## src/rtl/hdmi_router_pkg.sv

```systemverilog
package hdmi_router_pkg;
    typedef enum logic [2:0] {
        ST_LOWPWR  = 3'd0,
        ST_STANDBY = 3'd1,
        ST_PORT1   = 3'd2,
        ST_PORT2   = 3'd3,
        ST_PORT3   = 3'd4
    } route_st_t;

    typedef enum logic [1:0] {
        PWR_LOW  = 2'd0,
        PWR_STBY = 2'd1,
        PWR_NORM = 2'd2
    } pwr_mode_t;

    localparam logic [1:0] CODE_P1   = 2'b11;
    localparam logic [1:0] CODE_P2   = 2'b10;
    localparam logic [1:0] CODE_P3   = 2'b00;
    localparam logic [1:0] CODE_STBY = 2'b01;
endpackage

```

## src/rtl/pin_sync.sv

```systemverilog
module pin_sync #(
    parameter int              WIDTH     = 1,
    parameter int              STAGES    = 2,
    parameter logic [WIDTH-1:0] RESET_VAL = '0
) (
    input  logic             clk,
    input  logic             rst_n,
    input  logic [WIDTH-1:0] d,
    output logic [WIDTH-1:0] q
);
    logic [WIDTH-1:0] chain [STAGES];

    always_ff @(posedge clk or negedge rst_n) begin
        if (!rst_n) begin
            for (int i = 0; i < STAGES; i++) chain[i] <= RESET_VAL;
        end else begin
            chain[0] <= d;
            for (int i = 1; i < STAGES; i++) chain[i] <= chain[i-1];
        end
    end

    assign q = chain[STAGES-1];
endmodule

```

## src/rtl/mode_fsm.sv

```systemverilog
module mode_fsm
    import hdmi_router_pkg::*;
(
    input  logic       clk,
    input  logic       rst_n,
    input  logic       lp_n_s,
    input  logic [1:0] sel_s,
    input  logic       ovr_en,
    input  logic [1:0] ovr_sel,
    output route_st_t  state
);
    route_st_t  state_nxt;
    logic [1:0] eff_sel;

    assign eff_sel = ovr_en ? ovr_sel : sel_s;

    always_comb begin
        if (!lp_n_s) begin
            state_nxt = ST_LOWPWR;
        end else begin
            unique case (eff_sel)
                CODE_P1:   state_nxt = ST_PORT1;
                CODE_P2:   state_nxt = ST_PORT2;
                CODE_P3:   state_nxt = ST_PORT3;
                default:   state_nxt = ST_STANDBY;
            endcase
        end
    end

    always_ff @(posedge clk or negedge rst_n) begin
        if (!rst_n) state <= ST_STANDBY;
        else        state <= state_nxt;
    end


    lp_force_chk: assert property (@(posedge clk) disable iff (!rst_n)
        !lp_n_s |=> state == ST_LOWPWR);


    ovr_stby_chk: assert property (@(posedge clk) disable iff (!rst_n)
        (lp_n_s && ovr_en && ovr_sel == CODE_STBY) |=> state == ST_STANDBY);
endmodule

```

## src/rtl/port_fabric.sv

```systemverilog
module port_fabric
    import hdmi_router_pkg::*;
#(
    parameter int NUM_PORTS = 3
) (
    input  logic                 clk,
    input  logic                 rst_n,
    input  route_st_t            state,
    input  logic                 hpd_sink,
    input  logic                 sink_scl_in,
    input  logic                 sink_sda_in,
    input  logic [NUM_PORTS-1:0] src_scl_in,
    input  logic [NUM_PORTS-1:0] src_sda_in,
    output logic [NUM_PORTS-1:0] port_sel,
    output logic [NUM_PORTS-1:0] term_en,
    output pwr_mode_t            pwr_mode,
    output logic [NUM_PORTS-1:0] hpd_out,
    output logic [NUM_PORTS-1:0] hpd_oe,
    output logic [NUM_PORTS-1:0] src_scl_pull,
    output logic [NUM_PORTS-1:0] src_sda_pull,
    output logic                 sink_scl_pull,
    output logic                 sink_sda_pull
);
    logic [NUM_PORTS-1:0] chosen;
    logic                 powered;
    logic                 mirror_all;

    always_comb begin
        chosen     = '0;
        powered    = 1'b1;
        mirror_all = 1'b0;
        pwr_mode   = PWR_NORM;
        unique case (state)
            ST_LOWPWR:  begin powered = 1'b0; pwr_mode = PWR_LOW; end
            ST_STANDBY: begin mirror_all = 1'b1; pwr_mode = PWR_STBY; end
            ST_PORT1:   chosen[0] = 1'b1;
            ST_PORT2:   chosen[1] = 1'b1;
            ST_PORT3:   chosen[2] = 1'b1;
            default:    begin powered = 1'b0; pwr_mode = PWR_LOW; end
        endcase
    end

    for (genvar p = 0; p < NUM_PORTS; p++) begin : g_port
        assign port_sel[p]     = chosen[p];
        assign term_en[p]      = chosen[p];
        assign hpd_oe[p]       = powered;
        assign hpd_out[p]      = hpd_sink & (mirror_all | chosen[p]);
        assign src_scl_pull[p] = chosen[p] & ~sink_scl_in;
        assign src_sda_pull[p] = chosen[p] & ~sink_sda_in;
    end

    assign sink_scl_pull = |(chosen & ~src_scl_in);
    assign sink_sda_pull = |(chosen & ~src_sda_in);


    sel_onehot_chk: assert property (@(posedge clk) disable iff (!rst_n)
        $onehot0(port_sel));


    hpd_unsel_low_chk: assert property (@(posedge clk) disable iff (!rst_n)
        (pwr_mode == PWR_NORM) |-> ((hpd_out & ~port_sel) == '0));


    stby_mirror_chk: assert property (@(posedge clk) disable iff (!rst_n)
        (pwr_mode == PWR_STBY) |-> (hpd_out == {NUM_PORTS{hpd_sink}}));


    lowpwr_quiet_chk: assert property (@(posedge clk) disable iff (!rst_n)
        (pwr_mode == PWR_LOW) |-> (hpd_oe == '0 && term_en == '0 &&
                                   src_scl_pull == '0 && !sink_sda_pull));
endmodule

```

## src/rtl/hdmi_port_router.sv

```systemverilog
module hdmi_port_router
    import hdmi_router_pkg::*;
#(
    parameter int SYNC_STAGES = 2
) (
    input  logic       clk,
    input  logic       rst_n,
    input  logic [1:0] sel_pin,
    input  logic       lp_n_pin,
    input  logic       ovr_en,
    input  logic [1:0] ovr_sel,
    input  logic       hpd_sink,
    input  logic       sink_scl_in,
    input  logic       sink_sda_in,
    input  logic [2:0] src_scl_in,
    input  logic [2:0] src_sda_in,
    output logic [2:0] port_sel,
    output logic [2:0] term_en,
    output logic [1:0] pwr_mode,
    output logic [2:0] hpd_out,
    output logic [2:0] hpd_oe,
    output logic [2:0] src_scl_pull,
    output logic [2:0] src_sda_pull,
    output logic       sink_scl_pull,
    output logic       sink_sda_pull
);
    localparam int NUM_PORTS = 3;
    localparam int PIN_W     = 3;

    logic [PIN_W-1:0] pins_s;
    route_st_t        state;
    pwr_mode_t        pm;

    pin_sync #(
        .WIDTH     (PIN_W),
        .STAGES    (SYNC_STAGES),
        .RESET_VAL ({1'b1, CODE_STBY})
    ) u_sync (
        .clk   (clk),
        .rst_n (rst_n),
        .d     ({lp_n_pin, sel_pin}),
        .q     (pins_s)
    );

    mode_fsm u_fsm (
        .clk     (clk),
        .rst_n   (rst_n),
        .lp_n_s  (pins_s[2]),
        .sel_s   (pins_s[1:0]),
        .ovr_en  (ovr_en),
        .ovr_sel (ovr_sel),
        .state   (state)
    );

    port_fabric #(.NUM_PORTS(NUM_PORTS)) u_fabric (
        .clk           (clk),
        .rst_n         (rst_n),
        .state         (state),
        .hpd_sink      (hpd_sink),
        .sink_scl_in   (sink_scl_in),
        .sink_sda_in   (sink_sda_in),
        .src_scl_in    (src_scl_in),
        .src_sda_in    (src_sda_in),
        .port_sel      (port_sel),
        .term_en       (term_en),
        .pwr_mode      (pm),
        .hpd_out       (hpd_out),
        .hpd_oe        (hpd_oe),
        .src_scl_pull  (src_scl_pull),
        .src_sda_pull  (src_sda_pull),
        .sink_scl_pull (sink_scl_pull),
        .sink_sda_pull (sink_sda_pull)
    );

    assign pwr_mode = pm;
endmodule

```

## config.mk

```make
export PLATFORM = sky130hd
export DESIGN_NAME = hdmi_port_router
export DESIGN_NICKNAME = d
export VERILOG_FILES = /design/src/rtl/hdmi_router_pkg.sv /design/src/rtl/pin_sync.sv /design/src/rtl/mode_fsm.sv /design/src/rtl/port_fabric.sv /design/src/rtl/hdmi_port_router.sv
export SDC_FILE = /design/constraint.sdc
export NUM_CORES = 1
export LEC_CHECK = 0
export CAP_MARGIN = 25
export CORE_MARGIN = 2
export CORE_UTILIZATION = 36
export DETAILED_ROUTE_END_ITERATION = 10
export PLACE_DENSITY_LB_ADDON = 0.15
export SLEW_MARGIN = 20
export SYNTH_ARGS = -nofsm -noshare
export SYNTH_HDL_FRONTEND = slang
export SYNTH_SLANG_ARGS = --single-unit
```

## constraint.sdc

```tcl
create_clock -name clk -period 2.8 [get_ports clk]
set_input_delay 0.56 -clock clk [delete_from_list [all_inputs] [get_ports clk]]
set_output_delay 0.56 -clock clk [all_outputs]
set_load 0.05 [all_outputs]
```

# Yosys cells after proc, flatten, opt, wreduce, memory -nomap -nowiden
# Cells that the tools add are included.
op_classes:
  n_eq_ne: 6
  mux: 9
  n_bitwise: 18
  reduce_logical: 5
op_table:
  columns: ["op", "n"]
  rows:
  - ["$and A1 B1 Y1", 9]
  - ["$pmux W3 S3", 1]
  - ["$reduce_or A3 Y1", 3]
  - ["$and A3 B3 Y3", 2]
  - ["$eq A3 B2 Y1 const B", 2]
  - ["$not A3 Y3", 2]
  - ["$mux W1", 5]
  - ["$eq A2 B2 Y1 const B", 2]
  - ["$pmux W2 S2", 1]
  - ["$reduce_or A4 Y1", 1]
  - ["$eq A3 B1 Y1 const B", 1]
  - ["$eq A3 B3 Y1 const B", 1]
  - ["$mux W3", 1]
  - ["$or A1 B1 Y1", 3]
  - ["$logic_not A2 Y1", 1]
  - ["$mux W2", 1]
  - ["$not A1 Y1", 2]
totals:
  ff_bits: 9
  inputBits: 17
  elab_cells: 41

# Longest topological paths before layout
# Gate-level depths: netlist of the first run.
depth:
  ltp_word: 4
  depth_mapped: 4

# Hierarchy
# From an unflattened synthesis of the first run, not the netlist that was laid out.
hier_totals:
  cells_unflattened: 54
  hier_area_um2: 559.3
modules_own_cells:
  columns: ["module", "n_inst", "cells_each", "area_each_um2", "seq_area_each_um2"]
  rows:
  - ["port_fabric", 1, 36, 254.0, 0.0]
  - ["pin_sync", 1, 9, 177.7, 155.1]
  - ["mode_fsm", 1, 9, 127.6, 76.3]

# Worst setup path after synthesis of the first run
# OpenSTA, ideal clock, no wires.
synth_timing:
  path_kind: "register to output"
  from: "register u_fsm.state[0]"
  to: "output hpd_out[0]"
  arrival_ns: 1.940
  required_ns: 2.240
  setup_slack_ns: 0.300
  stages_incl_launch_ff: 4
  path_buffers: 1
  path_cell_list: "dfstp_2 > buf_2 > xnor2_1 > nor3b_1"
synth_via:
  elab_chain_len: 4
  word_cells_on_any_way: 6
  cone_classes: "eq/ne (2); mux (2); bitwise (2)"
synth_rtl:
  columns: ["item", "line", "rtl"]
  rows:
  - ["start, declared", "mode_fsm.sv:10", "output route_st_t state"]
  - ["start signal, assigned", "mode_fsm.sv:32", "else state <= state_nxt;"]
  - ["$eq A3 B1 Y1 / $eq A3 B2 Y1 (equally long branches)", "port_fabric.sv:33", "unique case (state)"]
  - ["$mux W1", "port_fabric.sv:33", null]
  - ["$or A1 B1 Y1 *", "port_fabric.sv:47", "assign hpd_out[p] = hpd_sink & (mirror_all | chosen[p]);"]
  - ["$and A1 B1 Y1 *", "port_fabric.sv:47", null]
  - ["end, declared", "hdmi_port_router.sv:20", "output logic [2:0] hpd_out,"]
# Every way passes the cells marked *; elsewhere a longest branch is shown, timed or not.

# Final worst setup path of the first run
layout_timing:
  from: "register u_fsm.state[2]"
  to: "output port_sel[2]"
layout_via:
  elab_chain_len: 2
layout_rtl:
  columns: ["item", "line", "rtl"]
  rows:
  - ["$eq A3 B3 Y1", "port_fabric.sv:33", null]
  - ["$mux W1", "port_fabric.sv:33", null]
  - ["end, declared", "hdmi_port_router.sv:17", "output logic [2:0] port_sel,"]
# No other way between the ends.

==> summary by stage, run 1 <==
Detailed routing
The final wirelength is ~1000 um. For this run, design rule violations remaining after detail routing come to 0. After the first detailed-routing iteration, the DRC count stood at 4. For this block, the via count after detailed routing is roughly 450.

Dividing the detail-routed wire length by the instance count gives 10.3 um. The remaining antenna violation count after routing is 0. The via count normalized by instance count is 4.54.

The first detailed-routing pass ran for 2 iterations.

STA
The worst pin sits at a relative slew slack of about two thirds. The number of failing hold endpoints at the final stage is 0. The least setup slack across all paths after layout is 147 ps. The final critical path takes up 94.8% of the cycle. Setup violations remaining at the end of the flow were counted as 0. Setup repair after global routing left no endpoint under its margin. The final critical path time including I/O delays and setup is approximately 2700 ps.

Static timing analysis puts the maximum clock frequency at about 380 MHz. The max-slew violation count is 0. The sum of negative setup slack is 0 ps. Across the routed clock network, the largest skew measured is about 0.85 ps.

At the pin with the least slew margin, the transition time is between 400 and 500 ps.

Floorplan
The die covers 1850 um^2. The die is approximately 43 um wide. For this design the top-level I/O count stands at 39. From bottom edge to top edge, the die measures 43.0 um. The total core area is roughly 1500 um^2. The initial utilization of the core area, before any placement, comes to between 30 and 40%.

In this run the core area contains 14 standard-cell rows.

Synth
The number of distinct library cell variants in the gate-level netlist after synthesis is 21. The synthesized netlist net count is 69. After synthesis, the mean cell area works out to ~11 um^2.

Sequential elements use ~42% of the synthesized area. The Yosys step of the flow raised 0 warnings. The number of synthesized register bits is 9.

The mapped cell area is between 500 and 600 um^2. The synthesized instance count is a little over 50.

Global routing
The first global-routing pass estimated around 1600 um of wire. The global router's overall resource usage is a little under an eighth. The initial antenna violation count is 0. The total congestion overflow after global routing is 0. Entering global routing, the biggest net connects 15 pins. The via count of the first global-routing pass is around 390.

Pwr
The post-route total power is roughly 440 uW. The static leakage power is 0.397 nW. Power spread over the standard cell area amounts to between 400 and 500 nW/um^2. The worst voltage drop across the vdd grid is 362 uV.

Critical path
The delay of the slowest cell on the worst path is 800 ps. The critical-path cell with the highest stage delay is sky130_fd_sc_hd__clkdlybuf4s50_1. The required arrival time at the worst endpoint is between 2000 and 2500 ps. At the worst endpoint, the arrival time is 2090 ps.

The critical path goes through or3b_4 -> inv_1 -> clkdlybuf4s50_1. The worst setup path is captured at an output port. The critical path is of the reg -> out type.

The startpoint class of the critical path is a flip-flop. The maximum fanout along the worst path is 12.

Cells and area
The number of antenna diodes in the final layout is 0. The share of layout cells above drive strength 1 is 26.2%. Excluding fillers, the count of instances in the completed layout stands at 100. The final layout net count is approximately 100. The relative area change from synthesis to final layout is 64.3%.

CTS
The CTS tree is built. The number of gates resized after CTS was 0. The number of hold-repair buffers added at the cts stage is 0.

Post-CTS timing repair inserted 0 buffers for setup. The clock net in this run drives a total of 9 sinks. The number of buffers inserted during clock tree synthesis is 3. For the worst-skew pair, the clock arrives at the later sink with an insertion delay of around 250 ps. The deepest clock path buffer count is 2.

CTS built an H-tree with a depth of 1. After clock tree synthesis, the clock-pin slew on the worst setup and hold paths is ~60 ps. CTS placed an instance of sky130_fd_sc_hd__clkbuf_4 at the clock tree root.

Worst hold path
The worst hold path class is reg -> reg.

Placed design
The number of input and output port buffers inserted is 38. Detailed placement ended at an HPWL of approximately 860 um. The routability congestion estimate from global placement is between 0.6 and 0.7. Timing analysis after detailed placement gives a worst setup slack of approximately 400 ps. The number of placed instances, taps included, is 96.

Flow run
The number of max-cap violations is 0.

Run status
The flow ran to the end, and the final reports show no timing, DRC or antenna violations.
## registers in the layout, summed over array words and instances, names as in the netlist
name,flops
u_sync.q,3
u_fsm.state,3
u_sync.chain,3
## placed cells by master (no fill, tap or decap), types with 3 or more instances in the layout
master and count:
sky130_fd_sc_hd__buf_4 9, sky130_fd_sc_hd__clkbuf_4 3, sky130_fd_sc_hd__clkdlybuf4s50_1 27, sky130_fd_sc_hd__dfrtp_1 4, sky130_fd_sc_hd__dfstp_2 5, sky130_fd_sc_hd__nor2_1 6, sky130_fd_sc_hd__nor3b_1 3, sky130_fd_sc_hd__or4b_1 4
sky130_fd_sc_hd__xnor2_1 3
## cells by family after synthesis
kind of cell / synth area share, %
buffers and inverters: 14.6
AO/OA/AOI/OAI: 4.58
multiplexers: 3.66
flip-flops: 42.3
XOR/XNOR: 4.81
AND/OR/NAND/NOR: 27.7
adder cells (fa/ha/maj): 2.29
## report_power, final
| part | total [mW] | switching [mW] | internal [mW] | leakage [nW] |
|---|---|---|---|---|
| Sequential | 0.153 | 0.0113 | 0.141 | 0.102 |
| Clock | 0.0936 | 0.0391 | 0.0545 | 0.0150 |
| Combinational | 0.193 | 0.115 | 0.0777 | 0.280 |
| Total | 0.439 | 0.165 | 0.273 | 0.397 |
## final cells by class
cell class | count | area [um^2]
flip-flops and latches | 9 | 231
repair buffers | 38 | 378
multi-input cells | 31 | 235
clock buffers | 4 | 26.3
well taps | 16 | 20.0
fillers | 137 | 573
inverters | 2 | 7.51
## synthesized netlist by cell type
master,number,share of area (%)
sky130_fd_sc_hd__or3b_4,1,2.1
sky130_fd_sc_hd__dfstp_2,5,24
sky130_fd_sc_hd__nor3b_1,3,4.1
sky130_fd_sc_hd__buf_6,2,4.1
sky130_fd_sc_hd__and3b_1,1,1.6
sky130_fd_sc_hd__and2_1,2,2.3
sky130_fd_sc_hd__nand3b_1,1,1.4
sky130_fd_sc_hd__nand2_1,1,0.69
sky130_fd_sc_hd__or4b_1,4,7.3
sky130_fd_sc_hd__mux2i_1,2,3.7
sky130_fd_sc_hd__xnor2_1,3,4.8
sky130_fd_sc_hd__nand2b_1,1,1.1
sky130_fd_sc_hd__buf_2,1,0.91
sky130_fd_sc_hd__buf_4,6,8.2
sky130_fd_sc_hd__dfrtp_1,4,18
sky130_fd_sc_hd__nor3_1,2,1.8
sky130_fd_sc_hd__nor2_1,6,4.1
sky130_fd_sc_hd__o211ai_2,2,4.6
sky130_fd_sc_hd__ha_1,1,2.3
sky130_fd_sc_hd__nor2b_1,1,1.1
sky130_fd_sc_hd__inv_1,2,1.4
## metal layers
layer | up-vias | part of all wire, % | GRT usage (%) | routed length, um
li1 | 232 | - | - | -
met1 | 206 | 46 | 15.5 | 474
met2 | 16 | 48 | 18.2 | 493
met3 | 0 | 5.9 | 2.98 | 61
met4 | 0 | 0 | 3.64 | 0
met5 | - | 0 | 0 | 0
## worst paths after layout
path                            startpoint               to  slack, ps  cells past startpoint
setup / recovery            u_fsm.state[2]      port_sel[2]        150                      3
hold / removal             u_sync.chain[3]      u_sync.q[0]        350                      0
setup reg to reg               u_sync.q[0]   u_fsm.state[0]       1720                      3
hold reg to reg            u_sync.chain[3]      u_sync.q[0]        350                      0
max in group asynchronous            rst_n  u_sync.chain[3]       1910                      1
min in group asynchronous            rst_n   u_fsm.state[1]        590                      1
## through the flow
step | utilization [%] | instance area, um^2 | hold slack (ps)
2_1_floorplan | - | 547 | 264
3_3_place_gp | 59.3 | 872 | 337
3_5_place_dp | 59.3 | 872 | 343
4_1_cts | 61.1 | 898 | 355
5_1_grt | 61.1 | 898 | 359
6_report | 61.1 | 898 | 354
## worst max-delay path: cells and delay by family, from the launching register on
kind                   cells  cell delay, ps
and+or+nand+nor            1             450
DFF                        1             520
buffers and inverters      2             880
Power figures use the tool's default switching activity.
==> inputs of run 2 (changes only) <==
--- a/config.mk
+++ b/config.mk
@@ -10,7 +10,6 @@
 export CORE_UTILIZATION = 36
 export DETAILED_ROUTE_END_ITERATION = 10
 export PLACE_DENSITY_LB_ADDON = 0.15
-export SLEW_MARGIN = 20
 export SYNTH_ARGS = -nofsm -noshare
 export SYNTH_HDL_FRONTEND = slang
 export SYNTH_SLANG_ARGS = --single-unit
==> results of run 2 <==
No change in the layout: final DEF, timing and power equal those of run 1.
